===== config.mk =====
export PLATFORM = sky130hd
export DESIGN_NAME = mmio_serial_port
export DESIGN_NICKNAME = d
export VERILOG_FILES = /design/src/rtl/serport_pkg.sv /design/src/rtl/serport_fifo.sv /design/src/rtl/serport_decode.sv /design/src/rtl/mmio_serial_port.sv
export SDC_FILE = /design/constraint.sdc
export NUM_CORES = 1
export LEC_CHECK = 0
export BUFFER_PORTS_ARGS = -buffer_cell sky130_fd_sc_hd__buf_2
export CAP_MARGIN = 15
export CELL_PAD_IN_SITES_DETAIL_PLACEMENT = 1
export CELL_PAD_IN_SITES_GLOBAL_PLACEMENT = 1
export CORE_MARGIN = 3
export CORE_UTILIZATION = 47
export DETAILED_ROUTE_END_ITERATION = 10
export PLACE_DENSITY = 0.81
export RECOVER_POWER = 25
export SYNTH_ARGS = -nofsm -noshare
export SYNTH_HDL_FRONTEND = slang
export SYNTH_SLANG_ARGS = --single-unit

===== constraint.sdc =====
create_clock -name clk -period 3.1 [get_ports clk]
set_clock_uncertainty 0.1 [all_clocks]
set_input_delay 0.155 -clock clk [delete_from_list [all_inputs] [get_ports clk]]
set_output_delay 0.155 -clock clk [all_outputs]
set_load 0.005 [all_outputs]

===== src/rtl/serport_pkg.sv =====
package serport_pkg;

    localparam int BYTE_W    = 8;
    localparam int OFS_W     = 3;
    localparam int READY_BIT = 0;

    typedef enum logic [OFS_W-1:0] {
        OFS_RX_STAT = 3'd0,
        OFS_RX_DATA = 3'd1,
        OFS_TX_STAT = 3'd2,
        OFS_RX_POP  = 3'd3,
        OFS_TX_PUSH = 3'd4
    } reg_ofs_e;

    typedef struct packed {
        logic rd_rx_stat;
        logic rd_rx_data;
        logic rd_tx_stat;
        logic wr_rx_pop;
        logic wr_tx_push;
    } bus_strobe_t;

endpackage


===== src/rtl/serport_fifo.sv =====
module serport_fifo #(
    parameter int WIDTH = 8,
    parameter int DEPTH = 16
) (
    input  logic                           clk,
    input  logic                           rst_n,
    input  logic                           push,
    input  logic [WIDTH-1:0]               push_data,
    input  logic                           pop,
    output logic [WIDTH-1:0]               head,
    output logic                           empty,
    output logic                           full,
    output logic [$clog2(DEPTH+1)-1:0]     count
);
    localparam int PW = (DEPTH > 1) ? $clog2(DEPTH) : 1;
    localparam int CW = $clog2(DEPTH+1);

    typedef struct packed {
        logic [PW-1:0] wp;
        logic [PW-1:0] rp;
        logic [CW-1:0] cnt;
    } fifo_st_t;

    fifo_st_t st_d, st_q;
    logic [WIDTH-1:0] mem [DEPTH];
    logic do_push, do_pop;

    assign empty   = (st_q.cnt == '0);
    assign full    = (st_q.cnt == CW'(DEPTH));
    assign do_push = push && !full;
    assign do_pop  = pop && !empty;
    assign count   = st_q.cnt;
    assign head    = empty ? '0 : mem[st_q.rp];

    always_comb begin
        st_d = st_q;
        if (do_push) begin
            st_d.wp = (st_q.wp == PW'(DEPTH-1)) ? '0 : st_q.wp + 1'b1;
        end
        if (do_pop) begin
            st_d.rp = (st_q.rp == PW'(DEPTH-1)) ? '0 : st_q.rp + 1'b1;
        end
        case ({do_push, do_pop})
            2'b10:   st_d.cnt = st_q.cnt + 1'b1;
            2'b01:   st_d.cnt = st_q.cnt - 1'b1;
            default: st_d.cnt = st_q.cnt;
        endcase
    end

    always_ff @(posedge clk) begin
        if (!rst_n) begin
            st_q <= '0;
        end else begin
            st_q <= st_d;
        end
    end

    always_ff @(posedge clk) begin
        if (do_push) begin
            mem[st_q.wp] <= push_data;
        end
    end

endmodule


===== src/rtl/serport_decode.sv =====
module serport_decode
    import serport_pkg::*;
#(
    parameter int                 ADDR_W    = 32,
    parameter logic [ADDR_W-1:0]  BASE_ADDR = 32'h8000_0000
) (
    input  logic [ADDR_W-1:0] addr,
    input  logic              rd,
    input  logic              wr,
    output bus_strobe_t       strb
);
    logic             in_window;
    logic [OFS_W-1:0] ofs;

    assign in_window = (addr[ADDR_W-1:OFS_W] == BASE_ADDR[ADDR_W-1:OFS_W]);
    assign ofs       = addr[OFS_W-1:0];

    always_comb begin
        strb = '0;
        if (in_window) begin
            strb.rd_rx_stat = rd && (ofs == OFS_RX_STAT);
            strb.rd_rx_data = rd && (ofs == OFS_RX_DATA);
            strb.rd_tx_stat = rd && (ofs == OFS_TX_STAT);
            strb.wr_rx_pop  = wr && (ofs == OFS_RX_POP);
            strb.wr_tx_push = wr && (ofs == OFS_TX_PUSH);
        end
    end

endmodule


===== src/rtl/mmio_serial_port.sv =====
module mmio_serial_port
    import serport_pkg::*;
#(
    parameter int                 ADDR_W    = 32,
    parameter logic [ADDR_W-1:0]  BASE_ADDR = 32'h8000_0000,
    parameter int                 DEPTH     = 16
) (
    input  logic              clk,
    input  logic              rst_n,
    input  logic [ADDR_W-1:0] bus_addr,
    input  logic              bus_rd,
    input  logic              bus_wr,
    input  logic [7:0]        bus_wdata,
    output logic [7:0]        bus_rdata,
    input  logic              rx_in_valid,
    input  logic [7:0]        rx_in_data,
    output logic              rx_in_full,
    input  logic              tx_out_pop,
    output logic [7:0]        tx_out_data,
    output logic              tx_out_empty
);
    localparam int CW = $clog2(DEPTH+1);

    typedef struct packed {
        logic [BYTE_W-1:0] rdata;
    } port_st_t;

    port_st_t    st_d, st_q;
    bus_strobe_t strb;

    logic [BYTE_W-1:0] rx_head;
    logic              rx_empty, rx_full;
    logic [CW-1:0]     rx_count;
    logic              tx_empty, tx_full;
    logic [CW-1:0]     tx_count;

    serport_decode #(
        .ADDR_W    (ADDR_W),
        .BASE_ADDR (BASE_ADDR)
    ) i_decode (
        .addr (bus_addr),
        .rd   (bus_rd),
        .wr   (bus_wr),
        .strb (strb)
    );

    serport_fifo #(
        .WIDTH (BYTE_W),
        .DEPTH (DEPTH)
    ) i_rx_fifo (
        .clk       (clk),
        .rst_n     (rst_n),
        .push      (rx_in_valid),
        .push_data (rx_in_data),
        .pop       (strb.wr_rx_pop),
        .head      (rx_head),
        .empty     (rx_empty),
        .full      (rx_full),
        .count     (rx_count)
    );

    serport_fifo #(
        .WIDTH (BYTE_W),
        .DEPTH (DEPTH)
    ) i_tx_fifo (
        .clk       (clk),
        .rst_n     (rst_n),
        .push      (strb.wr_tx_push),
        .push_data (bus_wdata),
        .pop       (tx_out_pop),
        .head      (tx_out_data),
        .empty     (tx_empty),
        .full      (tx_full),
        .count     (tx_count)
    );

    always_comb begin
        st_d = '0;
        if (strb.rd_rx_stat) begin
            st_d.rdata[READY_BIT] = !rx_empty;
        end else if (strb.rd_rx_data) begin
            st_d.rdata = rx_head;
        end else if (strb.rd_tx_stat) begin
            st_d.rdata[READY_BIT] = !tx_full;
        end
    end

    always_ff @(posedge clk) begin
        if (!rst_n) begin
            st_q <= '0;
        end else begin
            st_q <= st_d;
        end
    end

    assign bus_rdata    = st_q.rdata;
    assign rx_in_full   = rx_full;
    assign tx_out_empty = tx_empty;

endmodule


==> metrics.yaml <==
syn_area_per_cell_um2: 17.25
synth_common_cells: "edfxtp_1 (256), mux4_2 (60), dfxtp_1 (42)"
dp.cells: 1112
drive_gt1_frac: 0.2718
antenna_left: 0
clock_sinks: 298
wl_per_cell_um: 24.32
drv_slew: 0
ys.flop_type: "edfxtp_1"
synth_nets: 782
min_from: "bus_addr[3]"
fin_crit_ps: 2995
dp_hpwl_um: 19390
synth_top_family_by_area: "multiplexers"
async_flop_share: 0
synth_edf_count: 256
root_buffer: "clkbuf_16"
p_int_w: 0.006331
tightest_slew_ps: 1094
route.final.wire_length_um: 28970
synth_compound_area_frac: 0.04455
status: "finished clean"
ys_seq_area_frac: 0.6965
rr_startpoint: "i_tx_fifo.count[1]"
p_sw_w: 0.001581
num_rows: 58
max_cap_viol_count: 0
crit_required_ps: 3410
cts_made_buffers: 30
grt_overflow_total: 0
synth.distinct_cells: 59
cts_tree: "yes"
drc: 0
r2r-end: "i_tx_fifo.count[4]"
synthesis.area_um2: 12240
path_delay_family: "compound AO/OA/AOI/OAI gates"
htreeDepth: 1
final_nets: 910
crit_chain: "nor4_4, a2111oi_4, and4_4, nand2_4, ha_1, xor2_1, ha_2, a211o_1, nand2_1, nand3b_1, o311ai_0"
startpoint_type: "flop"
period_share: 0.9662
grt_pass1_vias: 7651
maxSlewHeadroom: 0.2681
grt_pass1_wl_um: 45150
total_power_w: 0.007912
cts_buffer_depth: 3
cpPeakStageDelay_ps: 420
clkLatencyLatePin_ps: 550
hold_viol: 0
holdWs_ps: 46.35
max_clock_freq_mhz: 333.9
cp.arrival_ps: 3310
cts_setup_buffers: 0
power-per-cell-area_nw_per_um2: 551.5
firstDrtPassIters: 5
hold_path_end: "bus_rdata[0]"
clk_pin_slew_ps: 60
grt_max_degree: 33
swShare: 0.1998
worst-path-buf-inv: 0
antenna_found_initial: 0
viasPerCell: 5.816
chipHeight_um: 167.4
whs_path_depth: 4
p_seq_frac: 0.554
final_util: 0.5649
die_x_um: 167.4
yosys.area_share.simple: 0.07439
core_um2: 25400
reg2reg_depth: 11
setup_viol: 0
syn-instance-count: 710
port-buffer-count: 71
diodes: 0
ir_worst_vdd_mv: 0.4410
initial_core_util: 0.4821
combPwrFrac: 0.026
hp-class: "input pin to flop"
critPathKind: "flop to flop"
pin_count: 72
netlist.area_leader.share: 0.6278
ys_ff_latch: 298
first_iter_violations: 547
synth_xor_area_frac: 0.005722
gp_congestion: 0.7879
routed-via-count: 6927
p_clk_frac: 0.420
area_growth_pct: 17.18
p_leak_nw: 4.674
yosys_warnings: 0
cp-end-kind: "flop"
dieArea_um2: 28020
cpMaxStageDelayCell: "o311ai_0"
synthTopCellsByArea: "edfxtp_1 (63%), mux4_2 (11%), dfxtp_1 (6.9%)"
fin_cells: 1191
synth.largest_area_cell: "edfxtp_1"
r2r_slack_ps: 100
synth.most_common_cell: "edfxtp_1"
grt.total_usage: 0.2054
yosys.area_share.adder: 0.01839
path_max_fanout: 8
synthMuxAreaShare: 0.1392
worst register-to-register path: cells and delay by family (launching register included):
family,cells,cell delay (ps)
XOR/XNOR,1,180
AO/OA/AOI/OAI,3,1090
adder cells (fa/ha/maj),2,490
flip-flops,1,400
AND/OR/NAND/NOR,5,610
registers in the layout (all words and copies together) (netlist names), named ones only:
| signal | cells |
|---|---|
| i_rx_fifo.mem | 128 |
| i_tx_fifo.mem | 128 |
| bus_rdata | 8 |
| i_rx_fifo.st_q | 8 |
| i_tx_fifo.st_q | 8 |
| i_rx_fifo.count | 5 |
| i_tx_fifo.count | 5 |
metal layers:
layer,wire (µm),track usage,vias up
li1,-,-,3117
met1,11250,0.2578,3573
met2,15730,0.3769,187
met3,1225,0.02502,50
met4,757,0.05799,0
met5,0,0,-
timing repair:
item                                   CTS  global route
cloned                                   0             0
setup endpoints to repair                1             3
endpoints found under the hold margin  277             0
resized for setup                        2            14
hold buffers                            24             0
pin swaps                                0             2
kinds of logic after synthesis:
group,Yosys count
buffers and inverters,57
XOR/XNOR,8
AO/OA/AOI/OAI,78
flip-flops,298
AND/OR/NAND/NOR,156
multiplexers,95
adder cells (fa/ha/maj),18
through the flow:
| step | setup TNS [ps] | instance area, µm² | setup WS, ps |
|---|---|---|---|
| after floorplan | -36.86 | 12290 | -36.86 |
| after global placement | 0 | 13160 | 80.72 |
| after detailed placement | -152.7 | 13160 | -106.3 |
| after CTS | 0 | 14310 | 21.32 |
| after global routing | -39.01 | 14350 | -24.25 |
| final | 0 | 14350 | 104.8 |
worst max path at each step:
stage                          to  slack, ps  depth (start not counted)                from
2_1_floorplan  i_rx_fifo.count[4]        -40                         12         bus_addr[8]
3_3_place_gp   i_rx_fifo.count[4]         80                         12         bus_addr[8]
3_5_place_dp   i_tx_fifo.count[4]       -110                         13         bus_addr[8]
4_1_cts        i_rx_fifo.count[4]         20                         11  i_rx_fifo.count[1]
5_1_grt        i_rx_fifo.count[4]        -20                         11  i_rx_fifo.count[2]
6_report       i_tx_fifo.count[4]        100                         11  i_tx_fifo.count[1]
final cells by class:
type	instances	area (µm²)
Sequential cell	298	8547
Tap cell	330	412.9
Inverter	16	60.06
Clock buffer	45	848.3
Clock inverter	10	58.81
Timing Repair Buffer	137	895.9
Multi-Input combinational cell	355	3525
Fill cell	2353	11050
cells in the final DEF (no fill, tap or decap), types with 12 or more instances in the layout:
master / synthesis / routed
mux2i_1: 33 / 33
a211oi_1: 12 / 12
nor3_1: 14 / 14
buf_4: 2 / 42
mux4_2: 60 / 60
nand3_1: 15 / 15
clkbuf_16: 0 / 31
ha_1: 18 / 15
buf_2: 7 / 59
dfxtp_1: 42 / 33
nor2_1: 30 / 30
a21oi_1: 18 / 18
clkbuf_1: 28 / 24
nand2_1: 19 / 19
dlygate4sd3_1: 0 / 24
inv_1: 16 / 16
edfxtp_1: 256 / 256
power groups by stage:
| stage | sequential [W] | combinational (W) | clock, W |
|---|---|---|---|
| after floorplan | 0.00446 | 0.0000708 | 0 |
| after global placement | 0.00446 | 0.000165 | 0 |
| after detailed placement | 0.00447 | 0.000183 | 0 |
| after CTS | 0.00438 | 0.000206 | 0.00339 |
| after global routing | 0.00438 | 0.000227 | 0.00356 |
| final | 0.00438 | 0.000207 | 0.00332 |
No activity file was read; power rests on OpenSTA's default activity.
